**config.mk**
```make
export PLATFORM = sky130hd
export DESIGN_NAME = noise_lfsr_gen
export DESIGN_NICKNAME = d
export VERILOG_FILES = /design/src/rtl/noise_pkg.sv /design/src/rtl/noise_period_calc.sv /design/src/rtl/noise_step_timer.sv /design/src/rtl/noise_lfsr_core.sv /design/src/rtl/noise_lfsr_gen.sv
export SDC_FILE = /design/constraint.sdc
export NUM_CORES = 1
export LEC_CHECK = 0
export BUFFER_PORTS_ARGS = -buffer_cell sky130_fd_sc_hd__buf_2
export CAP_MARGIN = 20
export CORE_MARGIN = 8
export CORE_UTILIZATION = 30
export CTS_BUF_LIST = sky130_fd_sc_hd__clkbuf_8
export CTS_CLUSTER_DIAMETER = 120
export DETAILED_ROUTE_END_ITERATION = 7
export SLEW_MARGIN = 20
export SYNTH_ARGS = -nofsm -noshare
export SYNTH_HDL_FRONTEND = slang
export SYNTH_SLANG_ARGS = --single-unit
```
**constraint.sdc**
```tcl
create_clock -name clk -period 7 [get_ports clk]
set_input_delay 1.05 -clock clk [delete_from_list [all_inputs] [get_ports clk]]
set_output_delay 1.05 -clock clk [all_outputs]
set_load 0.05 [all_outputs]
```
**src/rtl/noise_pkg.sv**
```systemverilog
package noise_pkg;

   localparam int unsigned CODE_W    = 3;
   localparam int unsigned SHIFT_W   = 4;
   localparam int unsigned BASE_W    = 7;
   localparam int unsigned LFSR_W    = 15;
   localparam int unsigned SHORT_TAP = 6;
   localparam logic [LFSR_W-1:0] LFSR_SEED = 15'h7FF1;

   // Packed MSB first: shift in [7:4], short mode in [3], code in [2:0]
   typedef struct packed {
      logic [SHIFT_W-1:0] shift;
      logic               short_mode;
      logic [CODE_W-1:0]  code;
   } noise_cfg_t;

   // Base period for a code: 8 for code 0, otherwise 16 times the code
   function automatic logic [BASE_W-1:0] base_period(input int unsigned idx);
      int unsigned v;
      v = (idx == 0) ? 8 : 16 * idx;
      return BASE_W'(v);
   endfunction

endpackage

```
**src/rtl/noise_period_calc.sv**
```systemverilog
module noise_period_calc
   import noise_pkg::*;
#(
   parameter int unsigned PER_W = 22
) (
   input  logic [CODE_W-1:0]  code_i,
   input  logic [SHIFT_W-1:0] shift_i,
   output logic [PER_W-1:0]   period_o
);

   localparam int unsigned N_CODES = 2 ** CODE_W;

   if (PER_W < BASE_W + (2 ** SHIFT_W) - 1) begin : g_bad_width
      $error("noise_period_calc: PER_W too small for the largest shifted period");
   end

   logic [BASE_W-1:0] base_tab [N_CODES];

   for (genvar g = 0; g < N_CODES; g++) begin : g_tab
      assign base_tab[g] = base_period(g);
   end

   assign period_o = PER_W'(base_tab[code_i]) << shift_i;

endmodule

```
**src/rtl/noise_step_timer.sv**
```systemverilog
module noise_step_timer #(
   parameter int unsigned CYC_W = 8,
   parameter int unsigned PER_W = 22,
   parameter int unsigned TW    = 24
) (
   input  logic                 clk,
   input  logic                 rst,
   input  logic                 load_i,
   input  logic [PER_W-1:0]     period_i,
   input  logic [CYC_W-1:0]     cycles_i,
   output logic                 expire_o,
   output logic signed [TW-1:0] timer_o
);

   if (TW < PER_W + 2 || TW < CYC_W + 2) begin : g_bad_tw
      $error("noise_step_timer: TW must exceed both PER_W and CYC_W by two");
   end

   logic signed [TW-1:0] timer_q;
   logic signed [TW-1:0] diff;
   logic signed [TW-1:0] per_s;

   always_comb begin
      diff  = timer_q - $signed(TW'(cycles_i));
      per_s = $signed(TW'(period_i));
   end

   assign expire_o = !load_i && (diff[TW-1] || (diff == '0));
   assign timer_o  = timer_q;

   always_ff @(posedge clk) begin
      if (rst)           timer_q <= '0;
      else if (load_i)   timer_q <= per_s;
      else if (expire_o) timer_q <= diff + per_s;
      else               timer_q <= diff;
   end

   // a load puts the presented period into the timer
   assert_load_R4: assert property (@(posedge clk) disable iff (rst)
      load_i |=> timer_q == $signed(TW'($past(period_i))));

   // after a reload the timer never exceeds the largest period
   assert_ceiling_R7: assert property (@(posedge clk) disable iff (rst)
      timer_q <= $signed(TW'({PER_W{1'b1}})));

   // an expiry adds a positive period back to the reduced count
   assert_carry_R7: assert property (@(posedge clk) disable iff (rst)
      expire_o |=> timer_q > $past(diff));

endmodule

```
**src/rtl/noise_lfsr_core.sv**
```systemverilog
module noise_lfsr_core
   import noise_pkg::*;
#(
   parameter int unsigned W   = LFSR_W,
   parameter int unsigned TAP = SHORT_TAP,
   parameter logic [W-1:0] SEED = LFSR_SEED
) (
   input  logic         clk,
   input  logic         rst,
   input  logic         seed_i,
   input  logic         step_i,
   input  logic         short_i,
   output logic         fb_o,
   output logic [W-1:0] state_o
);

   if (W < 3 || TAP >= W - 1) begin : g_bad_geom
      $error("noise_lfsr_core: need W >= 3 and TAP below W-1");
   end

   logic [W-1:0] q;
   logic [W-1:0] nxt;

   assign fb_o = q[0] ^ q[1];

   always_comb begin
      nxt = {fb_o, q[W-1:1]};
      if (short_i) nxt[TAP] = fb_o;
   end

   always_ff @(posedge clk) begin
      if (rst)         q <= '0;
      else if (seed_i) q <= SEED;
      else if (step_i) q <= nxt;
   end

   assign state_o = q;

   // seeding lands the fixed seed
   assert_seed_R4: assert property (@(posedge clk) disable iff (rst)
      seed_i |=> q == SEED);

   // no advance without a step
   assert_hold_R9: assert property (@(posedge clk) disable iff (rst)
      (!seed_i && !step_i) |=> $stable(q));

   // long-mode step moves every bit down one place
   assert_shift_R5: assert property (@(posedge clk) disable iff (rst)
      (step_i && !seed_i && !short_i) |=> q[W-2:0] == $past(q[W-1:1]));

   // short-mode step puts the same feedback in bit TAP and in the top bit
   assert_short_R6: assert property (@(posedge clk) disable iff (rst)
      (step_i && !seed_i && short_i) |=> q[TAP] == q[W-1]);

endmodule

```
**src/rtl/noise_lfsr_gen.sv**
```systemverilog
module noise_lfsr_gen
   import noise_pkg::*;
#(
   parameter int unsigned CYC_W = 8,
   parameter int unsigned VOL_W = 4
) (
   input  logic             clk,
   input  logic             rst,
   input  logic [CYC_W-1:0] cycles_i,
   input  logic             cfg_wr_i,
   input  logic [7:0]       cfg_data_i,
   input  logic             trig_i,
   input  logic             en_i,
   input  logic [VOL_W-1:0] vol_i,
   output logic [VOL_W-1:0] wave_o
);

   localparam int unsigned PER_W = BASE_W + (2 ** SHIFT_W) - 1;
   localparam int unsigned TW    = ((PER_W > CYC_W) ? PER_W : CYC_W) + 2;

   if ($bits(noise_cfg_t) != 8) begin : g_bad_cfg
      $error("noise_lfsr_gen: configuration record must be one byte");
   end
   if (CYC_W < 1 || VOL_W < 1) begin : g_bad_par
      $error("noise_lfsr_gen: CYC_W and VOL_W must be positive");
   end

   noise_cfg_t           cfg_q;
   logic                 run_q;
   logic                 active;
   logic                 expire;
   logic                 step;
   logic                 fb;
   logic [PER_W-1:0]     period;
   logic signed [TW-1:0] timer;
   logic [LFSR_W-1:0]    lfsr_state;
   logic [VOL_W-1:0]     wave_q;

   always_ff @(posedge clk) begin
      if (rst) begin
         cfg_q <= '0;
         run_q <= 1'b0;
      end else begin
         if (cfg_wr_i) cfg_q <= noise_cfg_t'(cfg_data_i);
         if (trig_i)   run_q <= 1'b1;
      end
   end

   assign active = run_q & en_i;
   assign step   = expire & active;

   noise_period_calc #(.PER_W(PER_W)) period_i (
      .code_i   (cfg_q.code),
      .shift_i  (cfg_q.shift),
      .period_o (period)
   );

   noise_step_timer #(.CYC_W(CYC_W), .PER_W(PER_W), .TW(TW)) timer_i (
      .clk      (clk),
      .rst      (rst),
      .load_i   (trig_i),
      .period_i (period),
      .cycles_i (cycles_i),
      .expire_o (expire),
      .timer_o  (timer)
   );

   noise_lfsr_core lfsr_i (
      .clk     (clk),
      .rst     (rst),
      .seed_i  (trig_i),
      .step_i  (step),
      .short_i (cfg_q.short_mode),
      .fb_o    (fb),
      .state_o (lfsr_state)
   );

   always_ff @(posedge clk) begin
      if (rst)          wave_q <= '0;
      else if (!active) wave_q <= '0;
      else if (step)    wave_q <= fb ? vol_i : '0;
   end

   assign wave_o = wave_q;

   // an inactive cycle zeroes the output on the next edge
   assert_off_zero_R9: assert property (@(posedge clk) disable iff (rst)
      !active |=> wave_o == '0);

   // the output holds between steps while active
   assert_hold_out_R10: assert property (@(posedge clk) disable iff (rst)
      (active && !step) |=> $stable(wave_o));

   // a step with feedback 0 gives a silent output
   assert_step_low_R8: assert property (@(posedge clk) disable iff (rst)
      (step && !fb) |=> wave_o == '0);

   // a trigger leaves the channel running
   assert_trig_run_R4: assert property (@(posedge clk) disable iff (rst)
      trig_i |=> run_q);

endmodule

```
# ---- Yosys cells after proc, flatten, opt, wreduce, memory -nomap -nowiden
# Memory sizes are Yosys's and may differ from the RTL's.
# Index checks and enable logic that the tools add are counted.
dict set report totals {
  n_memories 1
  wordCells 34
  ff_bits 52
  mem_bits_ro 56
}
# memory depth word_bits rd rd_clocked_by_memory_dff wr line_no
set memory_table {}
lappend memory_table {{(no name shown)} 8 7 1 0 0 noise_period_calc.sv:23} ;# assign period_o = PER_W'(base_tab[code_i]) << shift_i;
dict set report op_classes {
  n_reduce_logical 7
  n_bitwise 5
  n_lt_le_gt_ge 1
  n_addsub 2
  n_mux 8
  n_shift 1
}
# operator n
set ops {}
lappend ops {{two-way mux 15 bit} 2}
lappend ops {{adder 24 x 23 -> 24 bit} 1}
lappend ops {{logical NOT 24 bit} 1}
lappend ops {{two-way mux 24 bit} 1}
lappend ops {{subtractor 24 x 9 -> 24 bit} 1}
lappend ops {{two-way mux 22 bit} 1}
lappend ops {{left shift 7 x 4 -> 22 bit} 1}
lappend ops {{two-way mux 7 bit} 2}
lappend ops {{greater-or-equal comparator 4 bit (second input constant)} 1}
lappend ops {{two-way mux 4 bit} 1}
lappend ops {{NOT 3 -> 4 bit} 1}
lappend ops {{OR reduction 2 bit} 2}
lappend ops {{bitwise AND 1 bit} 2}
lappend ops {{nonzero test 2 bit} 1}
lappend ops {{logical AND 1 bit} 1}
lappend ops {{logical NOT 1 bit} 1}
lappend ops {{logical OR 1 bit} 1}
lappend ops {{two-way mux 1 bit} 1}
lappend ops {{NOT 1 bit} 1}
lappend ops {{XOR 1 bit} 1}

# ---- Depth between registers and ports, before layout
dict set report logic_depth {
  word_depth 8
  depth_mapped 18
  depth_no_buf 18
}

# ---- Cells and area by module
# A second synthesis with hierarchy kept.
dict set report unflattened {
  cells_unflattened 538
  hier_area_um2 4469.3
}
# module seq_area_each_um2 area_each_um2 cells_each n_inst
set modules_own_cells {}
lappend modules_own_cells {noise_step_timer 480.5 2995.4 377 1}
lappend modules_own_cells {noise_lfsr_core 300.3 584.3 54 1}
lappend modules_own_cells {noise_lfsr_gen 260.2 518.0 48 1}
lappend modules_own_cells {noise_period_calc 0.0 371.6 59 1}

# ---- Worst setup path before layout
# OpenSTA, ideal clock, no wires.
dict set report synth_path {
  path_kind {in2reg}
  from {input cycles_i[0]}
  to {register timer_i.timer_q[21] (netlist: timer_i.timer_o[21])}
  setup_ns 0.123
  arrival_time_ns 4.683
  required_ns 6.877
  path_slack_ns 2.194
  cell_stages 17
  path_buffers 0
  path_cell_list {ha_1 fa_1 nor2b_1 o31ai_1 a211oi_1 nor4_1 xor2_1 ha_1 a21o_1 a2111o_1 a41oi_1 o211ai_1 a31o_2 a21o_1 xor2_1 a221oi_1 nor2_1}
}
dict set report synth_via {
  elab_chain_cells 6
  elab_cells_between_ends 7
  classes_between {add/sub: 2; mux: 2; reduce/logical: 3}
}
# item line_no
set synth_rtl {}
lappend synth_rtl {{start, declared} noise_lfsr_gen.sv:9} ;# input logic [CYC_W-1:0] cycles_i,
lappend synth_rtl {{subtractor 24 x 9 -> 24 bit *} noise_step_timer.sv:24} ;# diff = timer_q - $signed(TW'(cycles_i));
lappend synth_rtl {{branches (longest 3 deep; another with adder 24 x 23 -> 24 bit)} --}
lappend synth_rtl {{two-way mux 24 bit *} noise_step_timer.sv:34} ;# else if (expire_o) timer_q <= diff + per_s;
lappend synth_rtl {{two-way mux 22 bit *} noise_step_timer.sv:33} ;# else if (load_i) timer_q <= per_s;
lappend synth_rtl {{end signal, assigned} noise_step_timer.sv:33}
lappend synth_rtl {{end signal, assigned} noise_step_timer.sv:34}
lappend synth_rtl {{end signal, assigned} noise_step_timer.sv:35} ;# else timer_q <= diff;
lappend synth_rtl {{end, declared} noise_step_timer.sv:19} ;# logic signed [TW-1:0] timer_q;
# Every way passes the cells marked *.
# A chain may end at the register's enable or synchronous reset.

# ---- Worst setup path after layout
# Ends and elaborated chain as after synthesis.

==> impl_metrics.env <==
export IMPL_seqPwrFrac_pct=29.0
export IMPL_min_path_cells=2
export IMPL_ys_types=67
export IMPL_synth_main_ff_cell="dfxtp_1"
export IMPL_antenna_found_initial=0
export IMPL_drv_slew=0
export IMPL_final_nets=558
export IMPL_clkSlewWorstSetupHoldPaths_ps=110
export IMPL_syn_nets=543
export IMPL_root_buffer="clkbuf_8"
export IMPL_netlist_area_um2=3980
export IMPL_die_h_um=131
export IMPL_grt_ovfl_total=0
export IMPL_start_util_pct=30.4
export IMPL_ys_warn_count=0
export IMPL_finalCritPeriodShare_pct=72.0
export IMPL_switching_power_mw=0.563
export IMPL_grt_max_degree=34
export IMPL_yosysMostFrequentCell="dfxtp_1"
export IMPL_fillers=1374
export IMPL_place_congestion=0.903
export IMPL_power_density_nw_per_um2=285
export IMPL_worstPathRequired_ps=7230
export IMPL_initialDrtViolationCount=315
export IMPL_cp_end_kind="register"
export IMPL_peakVddDrop_mv=0.103
export IMPL_die_w_um=131
export IMPL_ys_top_cells_by_count="dfxtp_1, nor2_1, nand2_1"
export IMPL_synth_area_leaders="dfxtp_1, ha_1, mux2i_1, nor2_1, xnor2_1"
export IMPL_cp_arrival_ps=5270
export IMPL_cp_start_kind="input port"
export IMPL_utilization_pct=33.2
export IMPL_port_buffers=28
export IMPL_swShare_pct=45.5
export IMPL_detail_route_wl_per_cell_um=16.2
export IMPL_tns_ps=0
export IMPL_cp_max_fo=5
export IMPL_vias=3784
export IMPL_avgSynthCellArea_um2=8.15
export IMPL_grt_setup_unrepaired="false"
export IMPL_hold_viol=0
export IMPL_cap_viol_max_count=0
export IMPL_r2r_cells=18
export IMPL_diodes=0
export IMPL_grt_pass1_wl_um=18500
export IMPL_drtPass1Iterations=5
export IMPL_cts_repair_resized=0
export IMPL_drt_wl_total_um=11100
export IMPL_postCtsSetupBuffers=0
export IMPL_cts_tree="built"
export IMPL_clk_path_buf_depth=2
export IMPL_setup_viol=0
export IMPL_ios=29
export IMPL_seq_area_frac_synth_pct=26.1
export IMPL_outcome="finished clean"
export IMPL_p_leak_nw=1.80
export IMPL_core_area_um2=13100
export IMPL_cts_max_level=2
export IMPL_yosysTopAreaCell="dfxtp_1"
export IMPL_critPathKind="in2reg"
export IMPL_cts_sinks=52
export IMPL_ys_ff_latch=52
export IMPL_drc=0
export IMPL_async_flop_share_pct=0
export IMPL_ant_nets=0
export IMPL_dp_hpwl_um=8490
export IMPL_grt_use_total_pct=12.7
export IMPL_fin_worst_skew_ps=3.77
export IMPL_numCtsBuffers=5
export IMPL_tightest_slew_ps=826
export IMPL_combPwrFrac_pct=55.5
export IMPL_synth_top_area_share_pct=26.1
export IMPL_post_route_min_period_ps=5040
export IMPL_fmax_mhz=198
export IMPL_netlist_instances=489
export IMPL_viasPerCell=5.56
export IMPL_drive_above_1_share_pct=11.1
export IMPL_min_path_type="reg2reg"
export IMPL_p_clk_share_pct=15.5
export IMPL_dieArea_um2=17200
export IMPL_first_global_vias=3743
export IMPL_rows=42
export IMPL_postCtsHoldBufs=0
export IMPL_internal_power_mw=0.673
export IMPL_area_growth_pct=9.01
export IMPL_max_slew_margin_pct=44.5
export IMPL_insertion_delay_ps=330
export IMPL_synth_edf_count=0
==> cells by family after synthesis <==
logic type	count (synthesis)	share of synthesized area [%]
simple gates	168	21.2
compound gates	138	24.2
flops	52	26.1
buf+inv	41	4.43
xor+xnor	35	7.88
fa+ha+maj	29	9.48
mux	26	6.66
==> sequential cells by signal, summed over array words and instances (netlist names) <==
| register | cells |
|---|---|
| run_q | 1 |
| timer_i.timer_o | 24 |
| lfsr_i.state_o | 15 |
| wave_o | 4 |
| cfg_q | 8 |
==> placed cells by master (no fill, tap or decap), drive strengths merged, types with 3 or more instances in the layout <==
master / instances
nor2b: 7
nand2: 28
o21ai: 29
mux2: 4
a31oi: 12
nor4: 5
buf: 28
o2111ai: 3
a211oi: 3
o21bai: 4
and2: 4
o32ai: 3
inv: 22
nand3: 17
nand2b: 3
and3: 3
nor3b: 4
o22ai: 9
xor2: 14
nor2: 51
xnor2: 21
a211o: 3
clkbuf: 5
dfxtp: 52
or2: 5
a21oi: 23
nand4: 9
o21a: 8
a21o: 11
a221oi: 6
mux2i: 22
ha: 27
nor3: 26
==> power by group through the flow <==
stage | clock network [mW] | registers [mW] | logic (mW)
global placement | 0 | 0.364 | 0.660
CTS | 0.197 | 0.358 | 0.678
detailed placement | 0 | 0.365 | 0.674
global route | 0.209 | 0.363 | 0.757
finish | 0.192 | 0.358 | 0.686
floorplan | 0 | 0.354 | 0.546
==> final timing paths <==
check | end | slack, ps | startpoint
max reg2reg | timer_i.timer_o[21] | 2440 | timer_i.timer_o[0]
max | timer_i.timer_o[21] | 1960 | cycles_i[0]
min reg2reg | wave_o[0] | 470 | wave_o[0]
min | wave_o[0] | 470 | wave_o[0]
==> critical path: stages <==
cell and delay (ps):
buf_2 100, ha_1 220, fa_1 400, nor2b_1 240
o31ai_1 150, a211oi_1 370, nor4_1 110, xor2_1 180
ha_1 380, a21o_1 190, a2111o_1 310, a41oi_1 420
o211ai_1 200, a31o_2 260, a21o_1 200, xor2_1 140
a221oi_1 270, nor2_1 70
==> layout make-up <==
type                    count  area, um^2  area share [%]
inverters                  21        78.8            1.82
multi-input cells         396        2770            63.7
clock inverters             3        27.5           0.634
flip-flops and latches     52        1040            24.0
clock buffers               5        68.8            1.58
repair buffers             28         140            3.23
well taps                 176         220            5.07
==> metrics by stage <==
stage,std cells,hold slack [ps],setup slack [ps],total power [mW],area [um^2]
final,681,466,1960,1.24,4340
after global routing,681,489,1650,1.33,4340
after CTS,681,473,1990,1.23,4340
after detailed placement,673,456,1640,1.04,4250
after global placement,673,447,1750,1.02,4250
after floorplan,489,441,2190,0.900,3980
==> routing by layer <==
| metal | part of all wire [%] | global-route usage [%] | routed length, um |
|---|---|---|---|
| met5 | 0 | 0 | 0 |
| met4 | 2.0 | 3.81 | 223 |
| met3 | 4.6 | 2.06 | 506 |
| met2 | 48 | 21.7 | 5300 |
| met1 | 45 | 16.0 | 5030 |
Power figures use the tool's default switching activity.
